==> config.mk <==
export PLATFORM = sky130hd
export DESIGN_NAME = adc_seq_top
export DESIGN_NICKNAME = d
export VERILOG_FILES = /design/src/rtl/adc_seq_pkg.sv /design/src/rtl/adc_seq_cfg.sv /design/src/rtl/adc_seq_avg.sv /design/src/rtl/adc_seq_ctrl.sv /design/src/rtl/adc_seq_top.sv
export SDC_FILE = /design/constraint.sdc
export NUM_CORES = 1
export LEC_CHECK = 0
export ABC_AREA = 1
export BUFFER_PORTS_ARGS = -buffer_cell sky130_fd_sc_hd__clkbuf_2
export CAP_MARGIN = 5
export CORE_MARGIN = 2
export CORE_UTILIZATION = 60
export CTS_CLUSTER_SIZE = 24
export DETAILED_ROUTE_END_ITERATION = 6
export PLACE_DENSITY = 0.78
export RECOVER_POWER = 100
export SYNTH_ARGS = -nofsm -noshare
export SYNTH_HDL_FRONTEND = slang
export SYNTH_SLANG_ARGS = --single-unit
==> constraint.sdc <==
create_clock -name clk_i -period 7.3 [get_ports clk_i]
set_input_delay 0.365 -clock clk_i [delete_from_list [all_inputs] [get_ports clk_i]]
set_output_delay 0.365 -clock clk_i [all_outputs]
set_load 0.03 [all_outputs]
==> src/rtl/adc_seq_pkg.sv <==
package adc_seq_pkg;
  localparam int NSTEP   = 16;
  localparam int STEP_W  = $clog2(NSTEP);
  localparam int DATA_W  = 12;
  localparam int GUARD_W = 4;
  localparam int ACC_W   = DATA_W + GUARD_W;
  localparam int ODLY_W  = 18;
  localparam int SDLY_W  = 8;
  localparam int CH_W    = 3;
  localparam int AVG_W   = 3;
  localparam int MAX_LOG = GUARD_W;
  localparam int SMP_W   = MAX_LOG + 1;
  localparam int RD_W    = 3;
  localparam int CFG_W   = 1 + AVG_W + CH_W + SDLY_W + ODLY_W;

  typedef struct packed {
    logic              en;
    logic [AVG_W-1:0]  avg;
    logic [CH_W-1:0]   chan;
    logic [SDLY_W-1:0] sdly;
    logic [ODLY_W-1:0] odly;
  } step_cfg_t;

  typedef enum logic [3:0] {
    ST_IDLE, ST_CHARGE, ST_PEN, ST_NEXT, ST_SEL,
    ST_OPEN, ST_SAMPLE, ST_CONV, ST_OUT
  } seq_state_e;

  typedef enum logic [1:0] {
    KIND_X = 2'd0, KIND_Y = 2'd1, KIND_Z = 2'd2, KIND_ADC = 2'd3
  } kind_e;
endpackage

==> src/rtl/adc_seq_cfg.sv <==
module adc_seq_cfg
  import adc_seq_pkg::*;
#(
  parameter int N = NSTEP,
  localparam int AW = $clog2(N)
) (
  input  logic          clk_i,
  input  logic          rst_ni,
  input  logic          we_i,
  input  logic [AW-1:0] addr_i,
  input  step_cfg_t     wdata_i,
  input  logic [AW-1:0] rd_idx_i,
  output step_cfg_t     rd_o,
  output logic [N-1:0]  en_o
);
  logic [N*CFG_W-1:0] flat;

  for (genvar g = 0; g < N; g++) begin : g_ent
    step_cfg_t r_q;
    always_ff @(posedge clk_i or negedge rst_ni) begin
      if (!rst_ni)                           r_q <= '0;
      else if (we_i && addr_i == AW'(g))     r_q <= wdata_i;
    end
    assign flat[g*CFG_W +: CFG_W] = r_q;
    assign en_o[g] = r_q.en;
  end

  assign rd_o = step_cfg_t'(flat[rd_idx_i*CFG_W +: CFG_W]);
endmodule

==> src/rtl/adc_seq_avg.sv <==
module adc_seq_avg #(
  parameter int DW = 12,
  parameter int GW = 4,
  parameter int LW = 3,
  localparam int AW = DW + GW
) (
  input  logic          clk_i,
  input  logic          rst_ni,
  input  logic          clr_i,
  input  logic          add_i,
  input  logic [DW-1:0] data_i,
  input  logic [LW-1:0] log_i,
  output logic [DW-1:0] avg_o
);
  logic [AW-1:0] acc_q;

  always_ff @(posedge clk_i or negedge rst_ni) begin
    if (!rst_ni)    acc_q <= '0;
    else if (clr_i) acc_q <= '0;
    else if (add_i) acc_q <= acc_q + AW'(data_i);
  end

  assign avg_o = DW'(acc_q >> log_i);
endmodule

==> src/rtl/adc_seq_ctrl.sv <==
module adc_seq_ctrl
  import adc_seq_pkg::*;
(
  input  logic              clk_i,
  input  logic              rst_ni,
  input  logic              en_i,
  input  logic              cont_i,
  input  logic              ts_en_i,
  input  logic [RD_W-1:0]   ts_reads_i,
  input  logic [ODLY_W-1:0] charge_dly_i,
  input  logic              pen_down_i,
  input  logic [NSTEP-1:0]  en_vec_i,
  input  step_cfg_t         cfg_i,
  output logic [STEP_W-1:0] idx_o,
  input  logic              adc_done_i,
  output logic              soc_o,
  output logic              charge_o,
  output logic [CH_W-1:0]   chan_o,
  output logic              acc_clr_o,
  output logic              acc_add_o,
  output logic [AVG_W-1:0]  log_o,
  output logic              res_valid_o,
  input  logic              res_ready_i,
  output logic [1:0]        kind_o,
  output logic              busy_o
);
  seq_state_e        st_q;
  logic [STEP_W-1:0] idx_q;
  logic [STEP_W:0]   nxt_q;
  logic [ODLY_W-1:0] cnt_q;
  logic [SDLY_W-1:0] sdly_q;
  logic [CH_W-1:0]   chan_q;
  logic [AVG_W-1:0]  log_q;
  logic [SMP_W-1:0]  smp_q;
  logic              found;
  logic [STEP_W-1:0] fidx;
  logic [STEP_W:0]   n_ext, ts_span, idx_ext;
  logic [AVG_W-1:0]  cfg_log;
  logic              last_smp;

  // lowest enabled step at or above the search start
  always_comb begin
    found = 1'b0;
    fidx  = '0;
    for (int j = NSTEP - 1; j >= 0; j--) begin
      if (en_vec_i[j] && ((STEP_W+1)'(j) >= nxt_q)) begin
        found = 1'b1;
        fidx  = STEP_W'(j);
      end
    end
  end

  assign n_ext    = (STEP_W+1)'(ts_reads_i);
  assign ts_span  = (n_ext << 1) + (STEP_W+1)'(2);
  assign idx_ext  = {1'b0, idx_q};
  assign cfg_log  = (cfg_i.avg > AVG_W'(MAX_LOG)) ? AVG_W'(MAX_LOG) : cfg_i.avg;
  assign last_smp = (smp_q == ((SMP_W'(1) << log_q) - SMP_W'(1)));

  always_ff @(posedge clk_i or negedge rst_ni) begin
    if (!rst_ni) begin
      st_q   <= ST_IDLE;
      idx_q  <= '0;
      nxt_q  <= '0;
      cnt_q  <= '0;
      sdly_q <= '0;
      chan_q <= '0;
      log_q  <= '0;
      smp_q  <= '0;
    end else begin
      unique case (st_q)
        ST_IDLE: if (en_i) begin
          nxt_q <= '0;
          if (ts_en_i) begin cnt_q <= charge_dly_i; st_q <= ST_CHARGE; end
          else st_q <= ST_NEXT;
        end
        ST_CHARGE: if (cnt_q <= ODLY_W'(1)) st_q <= ST_PEN;
                   else cnt_q <= cnt_q - ODLY_W'(1);
        ST_PEN: begin
          nxt_q <= pen_down_i ? '0 : ts_span;
          st_q  <= ST_NEXT;
        end
        ST_NEXT: if (found) begin
          idx_q <= fidx;
          st_q  <= ST_SEL;
        end else if (cont_i) begin
          nxt_q <= '0;
          if (ts_en_i) begin cnt_q <= charge_dly_i; st_q <= ST_CHARGE; end
        end else st_q <= ST_IDLE;
        ST_SEL: begin
          chan_q <= cfg_i.chan;
          sdly_q <= cfg_i.sdly;
          log_q  <= cfg_log;
          smp_q  <= '0;
          if (cfg_i.odly == '0) begin
            cnt_q <= ODLY_W'(cfg_i.sdly);
            st_q  <= ST_SAMPLE;
          end else begin
            cnt_q <= cfg_i.odly;
            st_q  <= ST_OPEN;
          end
        end
        ST_OPEN: if (cnt_q <= ODLY_W'(1)) begin
          cnt_q <= ODLY_W'(sdly_q);
          st_q  <= ST_SAMPLE;
        end else cnt_q <= cnt_q - ODLY_W'(1);
        ST_SAMPLE: if (cnt_q <= ODLY_W'(1)) st_q <= ST_CONV;
                   else cnt_q <= cnt_q - ODLY_W'(1);
        ST_CONV: if (adc_done_i) begin
          if (last_smp) st_q <= ST_OUT;
          else begin
            smp_q <= smp_q + SMP_W'(1);
            cnt_q <= ODLY_W'(sdly_q);
            st_q  <= ST_SAMPLE;
          end
        end
        ST_OUT: if (res_ready_i) begin
          nxt_q <= idx_ext + (STEP_W+1)'(1);
          st_q  <= ST_NEXT;
        end
        default: st_q <= ST_IDLE;
      endcase
    end
  end

  always_comb begin
    if (!ts_en_i || idx_ext >= ts_span) kind_o = KIND_ADC;
    else if (idx_ext < n_ext)           kind_o = KIND_X;
    else if (idx_ext < (n_ext << 1))    kind_o = KIND_Y;
    else                                kind_o = KIND_Z;
  end

  assign idx_o       = idx_q;
  assign soc_o       = (st_q == ST_SAMPLE);
  assign charge_o    = (st_q == ST_CHARGE);
  assign chan_o      = chan_q;
  assign acc_clr_o   = (st_q == ST_SEL);
  assign acc_add_o   = (st_q == ST_CONV) && adc_done_i;
  assign log_o       = log_q;
  assign res_valid_o = (st_q == ST_OUT);
  assign busy_o      = (st_q != ST_IDLE);
endmodule

==> src/rtl/adc_seq_top.sv <==
module adc_seq_top
  import adc_seq_pkg::*;
(
  input  logic              clk_i,
  input  logic              rst_ni,
  input  logic              en_i,
  input  logic              cont_i,
  input  logic              ts_en_i,
  input  logic [RD_W-1:0]   ts_reads_i,
  input  logic [ODLY_W-1:0] charge_dly_i,
  input  logic              pen_down_i,
  input  logic              cfg_we_i,
  input  logic [STEP_W-1:0] cfg_addr_i,
  input  logic [CFG_W-1:0]  cfg_wdata_i,
  output logic [CH_W-1:0]   adc_chan_o,
  output logic              adc_soc_o,
  input  logic              adc_done_i,
  input  logic [DATA_W-1:0] adc_data_i,
  output logic              charge_o,
  output logic              res_valid_o,
  input  logic              res_ready_i,
  output logic [DATA_W-1:0] res_data_o,
  output logic [STEP_W-1:0] res_step_o,
  output logic [1:0]        res_kind_o,
  output logic              busy_o
);
  step_cfg_t         cur_cfg;
  logic [NSTEP-1:0]  en_vec;
  logic [STEP_W-1:0] idx;
  logic              acc_clr, acc_add;
  logic [AVG_W-1:0]  log_sh;

  adc_seq_cfg #(.N(NSTEP)) u_cfg (
    .clk_i, .rst_ni,
    .we_i     (cfg_we_i),
    .addr_i   (cfg_addr_i),
    .wdata_i  (step_cfg_t'(cfg_wdata_i)),
    .rd_idx_i (idx),
    .rd_o     (cur_cfg),
    .en_o     (en_vec)
  );

  adc_seq_ctrl u_ctrl (
    .clk_i, .rst_ni, .en_i, .cont_i, .ts_en_i, .ts_reads_i,
    .charge_dly_i, .pen_down_i,
    .en_vec_i    (en_vec),
    .cfg_i       (cur_cfg),
    .idx_o       (idx),
    .adc_done_i,
    .soc_o       (adc_soc_o),
    .charge_o,
    .chan_o      (adc_chan_o),
    .acc_clr_o   (acc_clr),
    .acc_add_o   (acc_add),
    .log_o       (log_sh),
    .res_valid_o,
    .res_ready_i,
    .kind_o      (res_kind_o),
    .busy_o
  );

  adc_seq_avg #(.DW(DATA_W), .GW(GUARD_W), .LW(AVG_W)) u_avg (
    .clk_i, .rst_ni,
    .clr_i  (acc_clr),
    .add_i  (acc_add),
    .data_i (adc_data_i),
    .log_i  (log_sh),
    .avg_o  (res_data_o)
  );

  assign res_step_o = idx;
endmodule

**After elaboration in Yosys (flattened, before gate mapping)**

Index checks and enable logic that the tools add are counted.

- Register bits: 594
- Latch bits: 0
- Memory bits (writable): 0
- ROM bits: 0
- Bits of input ports: 79
- Output and inout port bits: 25
- Word-level logic and storage cells: 274
- Memories: 0

- Add/sub/neg operators: 6
- Multiply operators: 1
- Divide/modulo/power cells: 0
- $lt $le $gt $ge: 21
- Eq/ne operators: 35
- Shift operators: 3
- Muxes and demuxes: 70
- Bitwise operators: 0
- Reduce and logical (&&, ||, !) cells: 49

Operator list:

| kind | count |
|---|---|
| variable part select 528 x 11 -> 32 bit | 1 |
| 2-to-1 mux 18 bit | 9 |
| case mux 18 bit (6 select lines) | 1 |
| 2-to-1 mux 4 bit | 26 |
| greater-or-equal comparator 4 x 5 -> 1 bit, first input constant | 8 |
| == test 4 bit, second input constant | 9 |
| case mux 4 bit (9 select lines) | 1 |
| 2-to-1 mux 5 bit | 7 |
| logical AND 1 bit | 33 |
| == test 4 x 3 -> 1 bit, second input constant | 8 |
| 2-to-1 mux 16 bit | 2 |
| greater-or-equal comparator 3 x 5 -> 1 bit, first input constant | 4 |
| case mux 5 bit (4 select lines) | 1 |
| <= comparator 18 x 1 -> 1 bit, second input constant | 1 |
| zero test 18 bit | 1 |
| subtractor 18 x 1 -> 18 bit, second input constant | 1 |
| adder 16 x 12 -> 16 bit | 1 |
| == test 4 x 2 -> 1 bit, second input constant | 4 |
| 2-to-1 mux 1 bit | 16 |
| >> shifter 16 x 3 -> 12 bit | 1 |
| AND reduction 7 bit | 2 |
| inequality test 2 bit, second input constant | 6 |
| greater-or-equal comparator 1 x 5 -> 1 bit, first input constant | 2 |
| greater-or-equal comparator 2 x 5 -> 1 bit, first input constant | 2 |
| other kinds (27) | 38 |

**Logic depth before layout (Yosys ltp)**

- Depth after elaboration: 20
- Mapped depth: 19

**Cells and area by module**

From an unflattened synthesis, not the netlist that was laid out.

- Cell total of the unflattened synthesis: 4281
- Area, all modules: 31455.2 µm²

By module, submodules not included:

| module | times used | cells each | area an instance (µm²) | sequential area each (µm²) |
|---|---|---|---|---|
| adc_seq_cfg | 1 | 3425 | 25777.2 | 13212.7 |
| adc_seq_ctrl | 1 | 545 | 3819.9 | 1251.2 |
| adc_seq_avg | 1 | 311 | 1858.0 | 400.4 |

**Worst setup path before layout**

OpenSTA, ideal clock, no wires.

- Path kind: reg-to-output
- Start point: register u_ctrl.idx_q[1] (netlist: u_ctrl.idx_o[1])
- End point: output port res_kind_o[1]
- Arrival time: 2.556 ns
- Slack: 4.379 ns
- Stages on the path, launching flop included: 13
- Path buffers: 4
- Cell sequence: dfrtp_1 buf_2 inv_2 buf_2 clkbuf_1 clkbuf_1 ha_1 nand2_1 a21boi_0 o21ai_0 nand2_1 a21boi_0 o21ai_0

- Cells in the longest elaborated chain, start to end: 4
- Elaborated cells between the ends (all ways): 7
- Those cells by class: order compare: 3; mux: 3; reduce/logical: 1

RTL lines:

| what | line | RTL |
|---|---|---|
| start, declared | adc_seq_ctrl.sv:28 | `logic [STEP_W-1:0] idx_q;` |
| start signal, assigned | adc_seq_ctrl.sv:83 | `idx_q <= fidx;` |
| less-than comparator 4 bit | adc_seq_ctrl.sv:128 | `else if (idx_ext < (n_ext << 1)) kind_o = KIND_Y;` |
| 2-to-1 mux 2 bit | adc_seq_ctrl.sv:128 |  |
| 2-to-1 mux 2 bit | adc_seq_ctrl.sv:127 | `else if (idx_ext < n_ext) kind_o = KIND_X;` |
| 2-to-1 mux 2 bit * | adc_seq_ctrl.sv:126 | `if (!ts_en_i \|\| idx_ext >= ts_span) kind_o = KIND_ADC;` |
| end, declared | adc_seq_top.sv:24 | `output logic [1:0] res_kind_o,` |

Every way passes the cells marked *; elsewhere a longest branch is shown, timed or not.

**Worst setup path in the final report**

- Start point: register u_ctrl.idx_q[1] (netlist: u_ctrl.idx_o[1])
- End point: output port res_kind_o[0]

The elaborated chain is that of the path after synthesis.

==> flow_summary.toml <==
[logic_synthesis]
synth_area_leaders = "dfrtp_1 51%, nand2_1 13%, o21ai_0 12%"
synthMostInstantiatedCell = "nand2_1"
synth-edff-count = 0
synth.top_cell.area_share_pct = 51.21
synth.avg_cell_area_um2 = 7.828
async_flop_share_pct = 100.0
netlist_instances = 3708
ys.flop_type = "dfrtp_1"
syn-num-nets = 3814
synth_top_area_cell = "dfrtp_1"
yosysSeqAreaShare_pct = 51.21
ys_types = 51
synth-seq-cells = 594
yosys_warnings = 0
synth_area_um2 = 29030
synth_common_cells = "988 x nand2_1, 684 x o21ai_0, 594 x dfrtp_1"

[setup_path]
r2r_slack_ns = 2.08
path_class = "flop to output port"
r2r-start = "u_ctrl.idx_o[1]"
crit_fanout = 155
cp-end-kind = "output port"
r2r.worst_path.cells = 14
crit_required_ns = 6.93
arrival_ns = 5.03
critPathLaunchType = "flop"
r2r-end = "u_ctrl.st_q[0]"

[clock_network]
htreeDepth = 2
clockBufferDepth = 3
cts.sinks = 594
cts_tree = "built"
clk_pin_slew_ns = 0.06
clk_latency_ns = 0.63
clock-root-buffer = "clkbuf_16"
numCtsBuffers = 59

[floorplanning]
start_util_pct = 60.79
rows = 80
die_h_um = 223.9
pin_count = 104
dieArea_um2 = 50150
core_area_um2 = 47750
die_w_um = 223.9

[layout]
nNetsFinal = 3777
n_antenna_cell = 0
final_util_pct = 66.14
drive_gt1_share_pct = 5.893
areaGrowthSynthToFinish_pct = 8.798
fillCellCount = 4031
fin_area_um2 = 31580

[global_routing]
grt_max_degree = 212
grt_first_pass_wirelength_um = 129100
grt_pass1_vias = 23855
grt_usage_pct = 32.43
antenna_found_initial = 0
overflow = 0

[drt]
drt_drc_violations_left = 0
route.antenna.remaining_nets = 0
viasPerCell = 5.909
vias = 25591
drt-initial-drc-count = 3144
wl_per_cell_um = 18.62
wl_um = 80660
first_pass_iters = 6

[timing]
whs_ns = 0.005131
fmax_mhz = 185.5
worst_pin_slew_ns = 3.994
final.setup.worst_slack_ns = 1.908
finalSetupViolCount = 0
rsz0062_at_grt = "false"
period_share_pct = 73.86
finalCriticalPeriod_ns = 5.392
hold_violations = 0
maxSlewViolCount = 1543
fin_tns_setup_ns = 0
maxSlewHeadroom_pct = -166.3
skew_ns = 0.02154

[place]
dp_slack_ns = 3.744
place_area_um2 = 29560
dp_hpwl_um = 43750
port_buffers = 103
gp_congestion = 0.8938

[worst_hold_path]
hp-class = "primary input to flop"
hold_start = "cfg_wdata_i[1]"
min_delay_path_depth = 3
whs_endpoint = "u_cfg.flat[496]"

[status]
violations = "capacitance limit, slew limit"
status = "finished, violations left"

[job]
drv_cap = 21

[power_and_ir_drop]
power_density_nw_per_um2 = 391.5
p_leak_nw = 14.98
vdd_drop_max_uv = 375.7
-- final cells by class --
class	count	area (um^2)	share of cell area, %
timing repair buffer	167	998.5	3.162
inverter	225	850.8	2.694
tap	615	769.5	2.437
clock inverter	16	123.9	0.3923
sequential	594	14870	47.09
clock buffer	90	1773	5.614
multi-input combinational	2624	12190	38.61
-- flip-flops by register name (all words and copies together) (netlist names) --
register       count
u_cfg.flat       512
u_ctrl.idx_o       4
u_ctrl.chan_o      3
u_ctrl.st_q        4
u_ctrl.log_o       3
u_ctrl.sdly_q      8
u_avg.acc_q       16
u_ctrl.cnt_q      18
u_ctrl.smp_q       5
u_ctrl.nxt_q       5
u_cfg.en_o        16
-- placed cells by master (no fill, tap or decap), types with 6 or more instances in the layout --
master / synthesis / final
o31ai_1: 7 / 7
dlygate4sd3_1: 0 / 29
clkinv_2: 0 / 10
o21ai_0: 684 / 693
inv_1: 210 / 214
buf_4: 11 / 12
xor2_1: 19 / 19
o21ai_1: 86 / 77
o211ai_1: 40 / 40
nand2_1: 988 / 981
nor3_1: 13 / 13
dfrtp_1: 594 / 592
nand3_1: 123 / 118
clkbuf_1: 182 / 55
clkbuf_16: 0 / 59
mux2i_1: 6 / 6
nor2_1: 382 / 386
a31oi_1: 11 / 11
clkbuf_2: 0 / 81
nand2_2: 2 / 9
ha_1: 26 / 26
nand4_1: 9 / 9
a21oi_1: 111 / 111
o22ai_1: 56 / 56
xnor2_1: 6 / 6
clkbuf_8: 0 / 18
o21bai_1: 6 / 6
-- layer usage --
metal | track usage (%) | wire, um
met3 | 4.814 | 7355
met2 | 49.94 | 35660
met5 | 0 | 0
met1 | 48.69 | 36100
met4 | 8.043 | 1538
-- stage by stage --
step           total power [mW]  instances
2_1_floorplan             8.030       3708
3_3_place_gp              9.177       4196
3_5_place_dp              9.274       4196
4_1_cts                   12.30       4331
5_1_grt                   13.17       4331
6_report                  12.36       4331
-- cell families (layout without fill, tap and decap cells) --
logic type,count (synthesis),in the layout,share of synthesized area (%)
AOI/OAI and AO/OA,1026,1026,18.76
xor gates and xnor gates,25,25,0.7544
adders and majority gates,27,27,1.190
buffers and inverters,490,498,6.902
DFF,594,594,51.21
muxes,6,6,0.2069
and+or+nand+nor,1540,1540,20.98
-- worst max-delay path, stage by stage, from the launching register on --
cell	delay, ns
dfrtp_4	0.41
clkbuf_2	2.56
ha_1	0.61
a21oi_1	0.17
nor2_1	0.05
nor3_1	0.22
inv_1	0.07
nand2_1	0.06
nand2_1	0.05
clkbuf_2	0.18
-- worst max-delay path by stage --
stage / cells after the start / to / slack, ns / from
final: 9 / res_kind_o[0] / 1.91 / u_ctrl.idx_o[1]
after detailed placement: 17 / u_ctrl.cnt_q[0] / 3.74 / u_ctrl.idx_o[0]
after global placement: 14 / u_ctrl.cnt_q[2] / 3.81 / u_ctrl.idx_o[2]
after global routing: 9 / res_kind_o[0] / 1.70 / u_ctrl.idx_o[1]
after CTS: 17 / u_ctrl.cnt_q[0] / 3.71 / u_ctrl.idx_o[0]
after floorplan: 12 / res_kind_o[1] / 4.38 / u_ctrl.idx_o[1]
-- power by group --
group          switching, mW  total, mW  internal (mW)
Sequential             0.520       4.58           4.06
Combinational           3.26       4.78           1.52
Clock                   1.30       3.00           1.70
-- timing repair --
| item | 4_1_cts | 5_1_grt |
|---|---|---|
| resized for setup | 0 | 0 |
| endpoints found under the hold margin | 141 | 0 |
| setup buffers | 0 | 0 |
| hold buffers | 29 | 0 |
Note: power is estimated with default switching activity, not from simulation.
